==> config.mk <==
export PLATFORM = sky130hd
export DESIGN_NAME = indirect_cal_port
export DESIGN_NICKNAME = d
export VERILOG_FILES = /design/src/rtl/calport_pkg.sv /design/src/rtl/cal_host_windows.sv /design/src/rtl/cal_access_seq.sv /design/src/rtl/cal_reg_file.sv /design/src/rtl/indirect_cal_port.sv
export SDC_FILE = /design/constraint.sdc
export NUM_CORES = 2
export LEC_CHECK = 0
export CAP_MARGIN = 20
export CORE_ASPECT_RATIO = 1.4
export CORE_MARGIN = 8
export CORE_UTILIZATION = 64
export CTS_BUF_LIST = sky130_fd_sc_hd__clkbuf_16
export DETAILED_ROUTE_END_ITERATION = 16
export DONT_BUFFER_PORTS = 1
export PLACE_DENSITY = 0.8
export SLEW_MARGIN = 10
export SYNTH_ARGS = -nofsm -noshare
export SYNTH_HDL_FRONTEND = slang
export SYNTH_SLANG_ARGS = --single-unit
==> constraint.sdc <==
create_clock -name clk -period 86.8 [get_ports clk]
set_clock_uncertainty 0.05 [all_clocks]
set_input_delay 17.36 -clock clk [delete_from_list [all_inputs] [get_ports clk]]
set_output_delay 17.36 -clock clk [all_outputs]
set_load 0.005 [all_outputs]
==> src/rtl/calport_pkg.sv <==
package calport_pkg;

  typedef enum logic [2:0] {
    WIN_ADDRMODE = 3'd0,
    WIN_WDATA    = 3'd1,
    WIN_START    = 3'd2,
    WIN_RDATA    = 3'd3,
    WIN_OFFSET   = 3'd4
  } win_sel_e;

  localparam int          MODE_RD_BIT  = 8;
  localparam int          MAN_EN_BIT   = 7;
  localparam logic [5:0]  ADDR_LOCK    = 6'h00;
  localparam logic [5:0]  ADDR_MANUAL  = 6'h22;
  localparam logic [5:0]  ADDR_MEAS    = 6'h26;
  localparam logic [31:0] UNLOCK_WORD  = 32'hA500_0000;

endpackage

==> src/rtl/cal_host_windows.sv <==
module cal_host_windows
  import calport_pkg::*;
#(
  parameter int AW    = 6,
  parameter int DW    = 32,
  parameter int OFF_W = 2
) (
  input  logic             clk,
  input  logic             rst_n,
  input  logic [2:0]       host_sel,
  input  logic             host_wr,
  input  logic [DW-1:0]    host_wdata,
  output logic [DW-1:0]    host_rdata,
  input  logic             rd_done,
  input  logic [DW-1:0]    rd_word,
  output logic [AW-1:0]    win_addr,
  output logic             win_rd,
  output logic [DW-1:0]    win_wdata,
  output logic             start_set,
  output logic [OFF_W-1:0] offset
);

  localparam int MODE_PAD = MODE_RD_BIT - AW;
  localparam int HIGH_PAD = DW - MODE_RD_BIT - 1;

  logic [AW-1:0]    addr_q,   addr_d;
  logic             rd_q,     rd_d;
  logic [DW-1:0]    wdata_q,  wdata_d;
  logic             start_q,  start_d;
  logic [DW-1:0]    rdata_q,  rdata_d;
  logic [OFF_W-1:0] off_q,    off_d;

  logic we_mode, we_wdata, we_start, we_off;

  always_comb begin
    we_mode  = host_wr && (host_sel == WIN_ADDRMODE);
    we_wdata = host_wr && (host_sel == WIN_WDATA);
    we_start = host_wr && (host_sel == WIN_START);
    we_off   = host_wr && (host_sel == WIN_OFFSET);

    addr_d  = we_mode  ? host_wdata[AW-1:0]     : addr_q;
    rd_d    = we_mode  ? host_wdata[MODE_RD_BIT] : rd_q;
    wdata_d = we_wdata ? host_wdata             : wdata_q;
    start_d = we_start ? host_wdata[0]          : start_q;
    off_d   = we_off   ? host_wdata[OFF_W-1:0]  : off_q;
    rdata_d = rd_done  ? rd_word                : rdata_q;

    start_set = we_start && host_wdata[0] && !start_q;
  end

  always_ff @(posedge clk or negedge rst_n) begin
    if (!rst_n) begin
      addr_q  <= '0;
      rd_q    <= 1'b0;
      wdata_q <= '0;
      start_q <= 1'b0;
      off_q   <= '0;
      rdata_q <= '0;
    end else begin
      addr_q  <= addr_d;
      rd_q    <= rd_d;
      wdata_q <= wdata_d;
      start_q <= start_d;
      off_q   <= off_d;
      rdata_q <= rdata_d;
    end
  end

  always_comb begin
    case (host_sel)
      WIN_ADDRMODE: host_rdata = {{HIGH_PAD{1'b0}}, rd_q, {MODE_PAD{1'b0}}, addr_q};
      WIN_WDATA:    host_rdata = wdata_q;
      WIN_START:    host_rdata = {{(DW-1){1'b0}}, start_q};
      WIN_RDATA:    host_rdata = rdata_q;
      WIN_OFFSET:   host_rdata = {{(DW-OFF_W){1'b0}}, off_q};
      default:      host_rdata = '0;
    endcase
  end

  assign win_addr  = addr_q;
  assign win_rd    = rd_q;
  assign win_wdata = wdata_q;
  assign offset    = off_q;


  rdata_src_chk: assert property (@(posedge clk) disable iff (!rst_n)
    !$stable(rdata_q) |-> $past(rd_done));


  offset_hold_chk: assert property (@(posedge clk) disable iff (!rst_n)
    !(host_wr && host_sel == WIN_OFFSET) |=> $stable(off_q));

endmodule

==> src/rtl/cal_access_seq.sv <==
module cal_access_seq #(
  parameter int AW       = 6,
  parameter int DW       = 32,
  parameter int BUSY_LAT = 3
) (
  input  logic          clk,
  input  logic          rst_n,
  input  logic          start_set,
  input  logic [AW-1:0] win_addr,
  input  logic          win_rd,
  input  logic [DW-1:0] win_wdata,
  output logic          busy,
  output logic          commit,
  output logic [AW-1:0] op_addr,
  output logic          op_rd,
  output logic [DW-1:0] op_wdata
);

  localparam int CW = $clog2(BUSY_LAT + 1);

  logic [CW-1:0] cnt_q,   cnt_d;
  logic [AW-1:0] addr_q,  addr_d;
  logic          rd_q,    rd_d;
  logic [DW-1:0] wdata_q, wdata_d;
  logic          launch;

  always_comb begin
    busy   = (cnt_q != '0);
    launch = start_set && !busy;
    commit = (cnt_q == CW'(1));

    if (launch)    cnt_d = CW'(BUSY_LAT);
    else if (busy) cnt_d = cnt_q - CW'(1);
    else           cnt_d = cnt_q;

    addr_d  = launch ? win_addr  : addr_q;
    rd_d    = launch ? win_rd    : rd_q;
    wdata_d = launch ? win_wdata : wdata_q;
  end

  always_ff @(posedge clk or negedge rst_n) begin
    if (!rst_n) begin
      cnt_q   <= '0;
      addr_q  <= '0;
      rd_q    <= 1'b0;
      wdata_q <= '0;
    end else begin
      cnt_q   <= cnt_d;
      addr_q  <= addr_d;
      rd_q    <= rd_d;
      wdata_q <= wdata_d;
    end
  end

  assign op_addr  = addr_q;
  assign op_rd    = rd_q;
  assign op_wdata = wdata_q;


  busy_rise_chk: assert property (@(posedge clk) disable iff (!rst_n)
    $rose(busy) |-> $past(start_set));


  busy_fall_chk: assert property (@(posedge clk) disable iff (!rst_n)
    $fell(busy) |-> $past(commit));


  op_hold_chk: assert property (@(posedge clk) disable iff (!rst_n)
    (busy && $past(busy)) |-> ($stable(addr_q) && $stable(wdata_q) && $stable(rd_q)));

endmodule

==> src/rtl/cal_reg_file.sv <==
module cal_reg_file
  import calport_pkg::*;
#(
  parameter int AW     = 6,
  parameter int DW     = 32,
  parameter int CODE_W = 5
) (
  input  logic              clk,
  input  logic              rst_n,
  input  logic              commit,
  input  logic [AW-1:0]     op_addr,
  input  logic              op_rd,
  input  logic [DW-1:0]     op_wdata,
  input  logic [CODE_W-1:0] cal_code_in,
  output logic              rd_done,
  output logic [DW-1:0]     rd_word,
  output logic              dly_manual_en,
  output logic [CODE_W-1:0] dly_code
);

  localparam int DEPTH   = 1 << AW;
  localparam int MAN_PAD = MAN_EN_BIT - CODE_W;

  logic              unlocked_q, unlocked_d;
  logic              man_en_q,   man_en_d;
  logic [CODE_W-1:0] man_val_q,  man_val_d;
  logic              wr_cmd, wr_ok, hit_lock, hit_man;
  logic [DW-1:0]     mem [DEPTH];

  always_comb begin
    wr_cmd   = commit && !op_rd;
    wr_ok    = wr_cmd && unlocked_q;
    hit_lock = (op_addr == AW'(ADDR_LOCK));
    hit_man  = (op_addr == AW'(ADDR_MANUAL));

    unlocked_d = (wr_cmd && hit_lock) ? (op_wdata == UNLOCK_WORD) : unlocked_q;
    man_en_d   = (wr_ok && hit_man) ? op_wdata[MAN_EN_BIT]   : man_en_q;
    man_val_d  = (wr_ok && hit_man) ? op_wdata[CODE_W-1:0]   : man_val_q;
  end

  always_ff @(posedge clk or negedge rst_n) begin
    if (!rst_n) begin
      unlocked_q <= 1'b0;
      man_en_q   <= 1'b0;
      man_val_q  <= '0;
    end else begin
      unlocked_q <= unlocked_d;
      man_en_q   <= man_en_d;
      man_val_q  <= man_val_d;
    end
  end

  for (genvar g = 0; g < DEPTH; g++) begin : g_word
    if (g == int'(ADDR_LOCK) || g == int'(ADDR_MANUAL) || g == int'(ADDR_MEAS)) begin : g_special
      assign mem[g] = '0;
    end else begin : g_store
      logic          we;
      logic [DW-1:0] word_q;
      assign we = wr_ok && (op_addr == AW'(g));
      always_ff @(posedge clk or negedge rst_n) begin
        if (!rst_n)  word_q <= '0;
        else if (we) word_q <= op_wdata;
      end
      assign mem[g] = word_q;
    end
  end

  always_comb begin
    rd_done = commit && op_rd;
    if (op_addr == AW'(ADDR_LOCK))
      rd_word = {{(DW-1){1'b0}}, unlocked_q};
    else if (op_addr == AW'(ADDR_MANUAL))
      rd_word = {{(DW-MAN_EN_BIT-1){1'b0}}, man_en_q, {MAN_PAD{1'b0}}, man_val_q};
    else if (op_addr == AW'(ADDR_MEAS))
      rd_word = {{(DW-CODE_W){1'b0}}, cal_code_in};
    else
      rd_word = mem[op_addr];
  end

  assign dly_manual_en = man_en_q;
  assign dly_code      = man_en_q ? man_val_q : cal_code_in;


  locked_drop_chk: assert property (@(posedge clk) disable iff (!rst_n)
    (commit && !op_rd && !unlocked_q && op_addr == AW'(ADDR_MANUAL))
      |=> ($stable(man_en_q) && $stable(man_val_q)));


  unlock_chk: assert property (@(posedge clk) disable iff (!rst_n)
    (commit && !op_rd && op_addr == AW'(ADDR_LOCK) && op_wdata == UNLOCK_WORD)
      |=> unlocked_q);


  relock_chk: assert property (@(posedge clk) disable iff (!rst_n)
    (commit && !op_rd && op_addr == AW'(ADDR_LOCK) && op_wdata != UNLOCK_WORD)
      |=> !unlocked_q);


  manual_src_chk: assert property (@(posedge clk) disable iff (!rst_n)
    !$stable(man_en_q) |-> $past(commit && !op_rd && op_addr == AW'(ADDR_MANUAL)));

endmodule

==> src/rtl/indirect_cal_port.sv <==
module indirect_cal_port #(
  parameter int AW       = 6,
  parameter int DW       = 32,
  parameter int CODE_W   = 5,
  parameter int OFF_W    = 2,
  parameter int BUSY_LAT = 3
) (
  input  logic              clk,
  input  logic              rst_n,
  input  logic [2:0]        host_sel,
  input  logic              host_wr,
  input  logic [DW-1:0]     host_wdata,
  output logic [DW-1:0]     host_rdata,
  input  logic [CODE_W-1:0] cal_code_in,
  output logic              busy,
  output logic              dly_manual_en,
  output logic [CODE_W-1:0] dly_code,
  output logic [OFF_W-1:0]  dly_offset
);

  logic [1:0]    rst_sync_q;
  logic          rst_int_n;
  logic          rd_done, start_set, win_rd, commit, op_rd;
  logic [DW-1:0] rd_word, win_wdata, op_wdata;
  logic [AW-1:0] win_addr, op_addr;

  always_ff @(posedge clk or negedge rst_n) begin
    if (!rst_n) rst_sync_q <= 2'b00;
    else        rst_sync_q <= {rst_sync_q[0], 1'b1};
  end
  assign rst_int_n = rst_sync_q[1];

  cal_host_windows #(.AW(AW), .DW(DW), .OFF_W(OFF_W)) u_win (
    .clk        (clk),
    .rst_n      (rst_int_n),
    .host_sel   (host_sel),
    .host_wr    (host_wr),
    .host_wdata (host_wdata),
    .host_rdata (host_rdata),
    .rd_done    (rd_done),
    .rd_word    (rd_word),
    .win_addr   (win_addr),
    .win_rd     (win_rd),
    .win_wdata  (win_wdata),
    .start_set  (start_set),
    .offset     (dly_offset)
  );

  cal_access_seq #(.AW(AW), .DW(DW), .BUSY_LAT(BUSY_LAT)) u_seq (
    .clk       (clk),
    .rst_n     (rst_int_n),
    .start_set (start_set),
    .win_addr  (win_addr),
    .win_rd    (win_rd),
    .win_wdata (win_wdata),
    .busy      (busy),
    .commit    (commit),
    .op_addr   (op_addr),
    .op_rd     (op_rd),
    .op_wdata  (op_wdata)
  );

  cal_reg_file #(.AW(AW), .DW(DW), .CODE_W(CODE_W)) u_file (
    .clk           (clk),
    .rst_n         (rst_int_n),
    .commit        (commit),
    .op_addr       (op_addr),
    .op_rd         (op_rd),
    .op_wdata      (op_wdata),
    .cal_code_in   (cal_code_in),
    .rd_done       (rd_done),
    .rd_word       (rd_word),
    .dly_manual_en (dly_manual_en),
    .dly_code      (dly_code)
  );


  reset_idle_chk: assert property (@(posedge clk)
    !rst_int_n |=> (!busy || !rst_int_n));

endmodule

* After elaboration in Yosys (flattened, before gate mapping)
Cells that the tools add are included.
** Storage, ports and cells
- Bits in writable memories :: 0
- Bits of input ports :: 43
- Output and inout port bits :: 41
- ROM bits :: 0
- Flip-flop bits (word level) :: 2076
- Bits in latches :: 0
- Logic and storage cells :: 237
- Memories :: 0
** Operators by class
- Shift-type cells :: 0
- Reduce and logical (&&, ||, !) cells :: 80
- Multiplexer cells :: 10
- Order comparisons :: 1
- $mul :: 0
- $add $sub $neg :: 1
- Eq/ne operators :: 69
- Bitwise operators :: 1
- Divide/modulo/power cells :: 0
** Operators with widths (count)
- 32-bit binary-select mux with 6-bit select :: 1
- 6-bit equality test, second input constant :: 32
- 32-bit two-way mux :: 5
- 32-bit case mux with 5 select lines :: 1
- 6-bit by 5-bit equality test with 1-bit output, second input constant :: 16
- 1-bit logical AND :: 73
- 6-bit by 4-bit equality test with 1-bit output, second input constant :: 8
- 32-bit equality test, second input constant :: 1
- 6-bit by 3-bit equality test with 1-bit output, second input constant :: 4
- 6-bit by 2-bit equality test with 1-bit output, second input constant :: 2
- 7-bit greater-or-equal comparator, second input constant :: 1
- 6-bit inverter with 7-bit output :: 1
- 3-bit by 2-bit equality test with 1-bit output, second input constant :: 2
- 6-bit by 1-bit equality test with 1-bit output, second input constant :: 1
- 6-bit logical NOT :: 1
- 5-bit two-way mux :: 1
- 2-bit two-way mux :: 2
- 2-bit nonzero test :: 2
- 3-bit by 1-bit equality test with 1-bit output, second input constant :: 1
- 3-bit equality test, second input constant :: 1
- 1-bit logical NOT :: 3
- 3-bit logical NOT :: 1
- 2-bit by 1-bit equality test with 1-bit output, second input constant :: 1
- 2-bit by 1-bit subtractor with 2-bit output, second input constant :: 1

* Depth between registers and ports, before layout
- Word-level depth :: 7
- Gate-level depth with buffers :: 12
- Mapped depth without buffers :: 8

* By module
From an unflattened synthesis, not the netlist that was laid out.
** Second synthesis, totals
- Cell total of the unflattened synthesis :: 5904
- Area, all modules :: 94240.4 um^2
** Modules (own cells, without submodules)
- cal_reg_file :: instances 1, area each 89223.1 um^2, cells an instance 5579, sequential area each 49022.0 um^2
- cal_host_windows :: instances 1, area each 3358.2 um^2, cells an instance 229, sequential area each 1851.8 um^2
- cal_access_seq :: instances 1, area each 1605.3 um^2, cells an instance 93, sequential area each 1026.0 um^2
- indirect_cal_port :: instances 1, area each 53.8 um^2, cells an instance 3, sequential area each 50.0 um^2

* Worst setup path before layout
Ideal clock, no wire load.
- Kind :: input port to output port
- Start :: input port host_sel[0]
- End :: output port host_rdata[10]
- Stages :: 5
- Arrival :: 18613 ps
- Setup slack :: 50777 ps
- Buffers on the path :: 3
- Data required time :: 69390 ps
- Cell sequence :: clkbuf_1 > and3b_1 > clkbuf_1 > clkbuf_1 > a22o_1
** On the way
- Word-level cells in the longest chain between the ends :: 2
- Elaborated cells on any way between the ends :: 6
- Those cells by class :: eq/ne (4); mux (1); reduce/logical (1)
** Ends and longest elaborated chain
- from (decl) :: RTL line indirect_cal_port.sv:10 : input logic [2:0] host_sel,
- 3-bit equality test (tied with other cells) :: RTL line cal_host_windows.sv:70 : case (host_sel)
- 32-bit case mux with 5 select lines (*) :: RTL line cal_host_windows.sv:70
- to (decl) :: RTL line indirect_cal_port.sv:13 : output logic [DW-1:0] host_rdata,
Every way passes the cells marked *; elsewhere a longest branch is shown, timed or not.

* Final worst setup path
- Start :: input port host_sel[2]
- End :: output port host_rdata[25]
Same word-level chain as after synthesis.

==> impl_results.md <==
- Outcome: complete, no violations
- Combinational share of power: 20.2%
- # rows: 166
- Syn Area/Cell: 15.2 um2
- M1 wire length: 101,000 um
- Unique masters post-synth: 68
- Latest clock arrival within the worst-skew pair: 840 ps
- Final hold slack: 305 ps
- Area Growth Syn to Fin: 7.86%
- Part of the cycle the worst path needs: 41.4%
- First-pass GRT wire length: 403,000 um
- Die Span Y: 470 um
- Mapped Cells: 6,217
- Yosys warning count: 0
- TritonCTS clock tree: built
- Max-slew headroom: 14.9%
- DRC Markers: 0
- Root Driver: clkbuf_16
- Metal3 WL: 25,000 um
- Tightest Hold Check Type: register to register
- Post-synthesis async set-or-reset flop share: 100%
- Vias in the first global route: 60,300
- HPWL after detailed placement: 157,000 um
- Cts bufs inserted: 190
- Post-synth EDFFs: 0
- Total GRT Usage: 33.8%
- Fmax: 27.9 MHz
- Most frequent cells in the layout: dfrtp_1, mux2_2, mux4_2
- Worst Setup Path Type: input port to primary output
- Top layer in use: met5
- Met2 wire len: 128,000 um
- Seq. cell area: 52,000 um2
- Final worst path period need: 35,890 ps
- Initial antenna violation count: 24
- H-Tree Level Count: 4
- Mapped Area: 94,400 um2
- Yosys top cell area share: 55.1%
- Synthesized flop and latch total: 2,076
- CTS Hold Bufs: 0
- Worst-path clk slew: 60 ps
- Drt via density: 7.11
- Int Pwr: 1540 uW
- Number of I/O pins: 84
- Final wirelength: 271,000 um
- Clock buffer depth: 3
- Post-Place Cells: 7,703
- Largest net degree at the start of global routing: 180
- Crit Path Max Fanout: 26
- Flop pwr share: 44.7%
- Seq/Total Area, Yosys: 55.1%
- Post-route ant nets: 0
- P per Cell Area: 22.4 nW/um2
- Drt first pass iters: 8
- PortBufs: 0
- Die X: 341 um
- Worst Path Required: 69,390 ps
- Syn Nets: 6,262
- Max-cap violations: 0
- Crit path arrival time: 18,480 ps
- Multi-input logic area: 39,800 um2
- Synth area leaders: dfrtp_1, mux2_2, mux4_2, mux2i_1, buf_2
- Clk pwr share: 35.0%
- Via count: 57,300
- Post-CTS Setup Bufs: 0
- Core Area: 146,000 um2
- Psw: 745 uW
- Setup TNS: 0 ps
- Critical Path Source Type: input port
- Congestion Overflow GR: 0
- Final Util: 69.6%
- RSZ-0062 raised after global routing: false
- Setup-failing EPs final: 0
- Commonest non-fill, non-tap cell in the layout: dfrtp_1
- Crit end category: primary output
- Leakage: 0.0481 uW
- Initial Util: 64.5%
- Hold Fails Final Rpt: 0
- Max Slew Vio Count: 0
- Placer Congestion: 0.862
- VDD IR max: 0.0000269 V
- DR WL/cell: 33.6 um
- Sw frac: 32.6%
- Iter 0 DRT Violations: 5,890
- Ys flop type: dfrtp_1
- Pwr Total: 2280 uW
- Die area: 160,000 um2
- Post-cts sizing count: 0
- Share of layout cells above drive strength 1: 48.4%
- Post-synth top area cell: dfrtp_1
- Least-Margin Pin Slew: 1270 ps
- Final net count: 6,015
- Final Non-Filler Cells: 8,067
- Clk sinks: 2,076
- Fillers: 9,575
[synthesized netlist by cell type (8+ instances only)]
library cell	instances
nor4_1	14
a221oi_1	71
nor3_2	9
clkbuf_1	283
nor2_1	130
nand3_1	43
buf_1	33
nor3_1	33
o21ai_0	43
mux2_1	97
and2_1	12
a211oi_1	14
o22ai_1	20
a22oi_1	99
dfrtp_1	2076
nand4_1	11
nor2b_1	13
a31oi_1	8
a21oi_1	45
buf_2	225
buf_6	21
a32o_1	14
o211ai_1	9
a22o_1	41
mux2_2	2001
buf_4	75
nand2b_1	9
o31ai_1	8
mux4_2	386
nand2_1	100
a221o_1	25
mux2i_1	163
[metal layers]
layer	up-vias	track usage, %
met2	2931	52.7
met5	-	0
li1	22500	-
met1	31000	43.5
met4	8	19.0
met3	831	8.45
[worst max-delay path, stage by stage]
cell and delay (ps):
nor3b_2 150, buf_4 460, a22o_1 380
[path summary, 6_finish.rpt]
check | end | slack [ps] | cells past startpoint | start
hold reg to reg | rst_sync_q[1]$_DFF_PN0_ | 310 | 0 | rst_sync_q[0]$_DFF_PN0_
hold / removal | rst_sync_q[1]$_DFF_PN0_ | 310 | 0 | rst_sync_q[0]$_DFF_PN0_
setup / recovery | host_rdata[25] | 50910 | 3 | host_sel[2]
setup reg to reg | u_win.rdata_q[11]$_DFFE_PN0P_ | 80460 | 10 | u_seq.op_addr[1]$_DFFE_PN0P_
min in group asynchronous | u_file.g_word[25].g_store.word_q[24]$_DFFE_PN0P_ | 360 | 0 | rst_sync_q[1]$_DFF_PN0_
max in group asynchronous | rst_sync_q[1]$_DFF_PN0_ | 70430 | 0 | rst_n
[registers in the layout, indices dropped and copies added, names as in the netlist]
signal	cells
rst_sync_q	2
u_file.dly_manual_en	1
u_file.g_word.g_store.word_q	1952
u_file.man_val_q	5
u_file.unlocked_q	1
u_seq.cnt_q	2
u_seq.op_addr	6
u_seq.op_rd	1
u_seq.op_wdata	32
u_win.offset	2
u_win.rdata_q	32
u_win.start_q	1
u_win.win_addr	6
u_win.win_rd	1
u_win.win_wdata	32
[logic make-up (layout without fill, tap and decap cells)]
kind of cell | Yosys count | count (layout) | share of synthesized area [%]
mux | 2647 | 2647 | 36.0
fa+ha+maj | 2 | 2 | 0.0265
other cells | 1 | 13 | 0.00397
compound gates | 438 | 438 | 3.50
flops | 2076 | 2076 | 55.1
simple gates | 407 | 407 | 2.10
buf+inv | 646 | 552 | 3.34
[metrics by stage]
step,setup WS (ps),instance area [um2]
after floorplan,24600,94400
after global placement,50950,95800
after detailed placement,50920,95800
after CTS,50920,102000
after global routing,50890,102000
final,50910,102000
[power groups by stage]
| stage | Combinational [uW] | Sequential (uW) | Clock [uW] |
|---|---|---|---|
| floorplan | 290 | 1020 | 0 |
| global placement | 438 | 1040 | 0 |
| detailed placement | 443 | 1040 | 0 |
| CTS | 444 | 1030 | 806 |
| global route | 475 | 1020 | 844 |
| finish | 462 | 1020 | 800 |
[layout make-up]
class	count	share of cell area [%]
Sequential cell	2076	51.1
Multi-Input combinational cell	3495	39.1
Tap cell	1932	2.38
Timing Repair Buffer	200	1.69
Clock buffer	194	4.77
Antenna cell	12	0.0295
Clock inverter	151	0.928
Inverter	7	0.0283
Power figures use the tool's default switching activity.
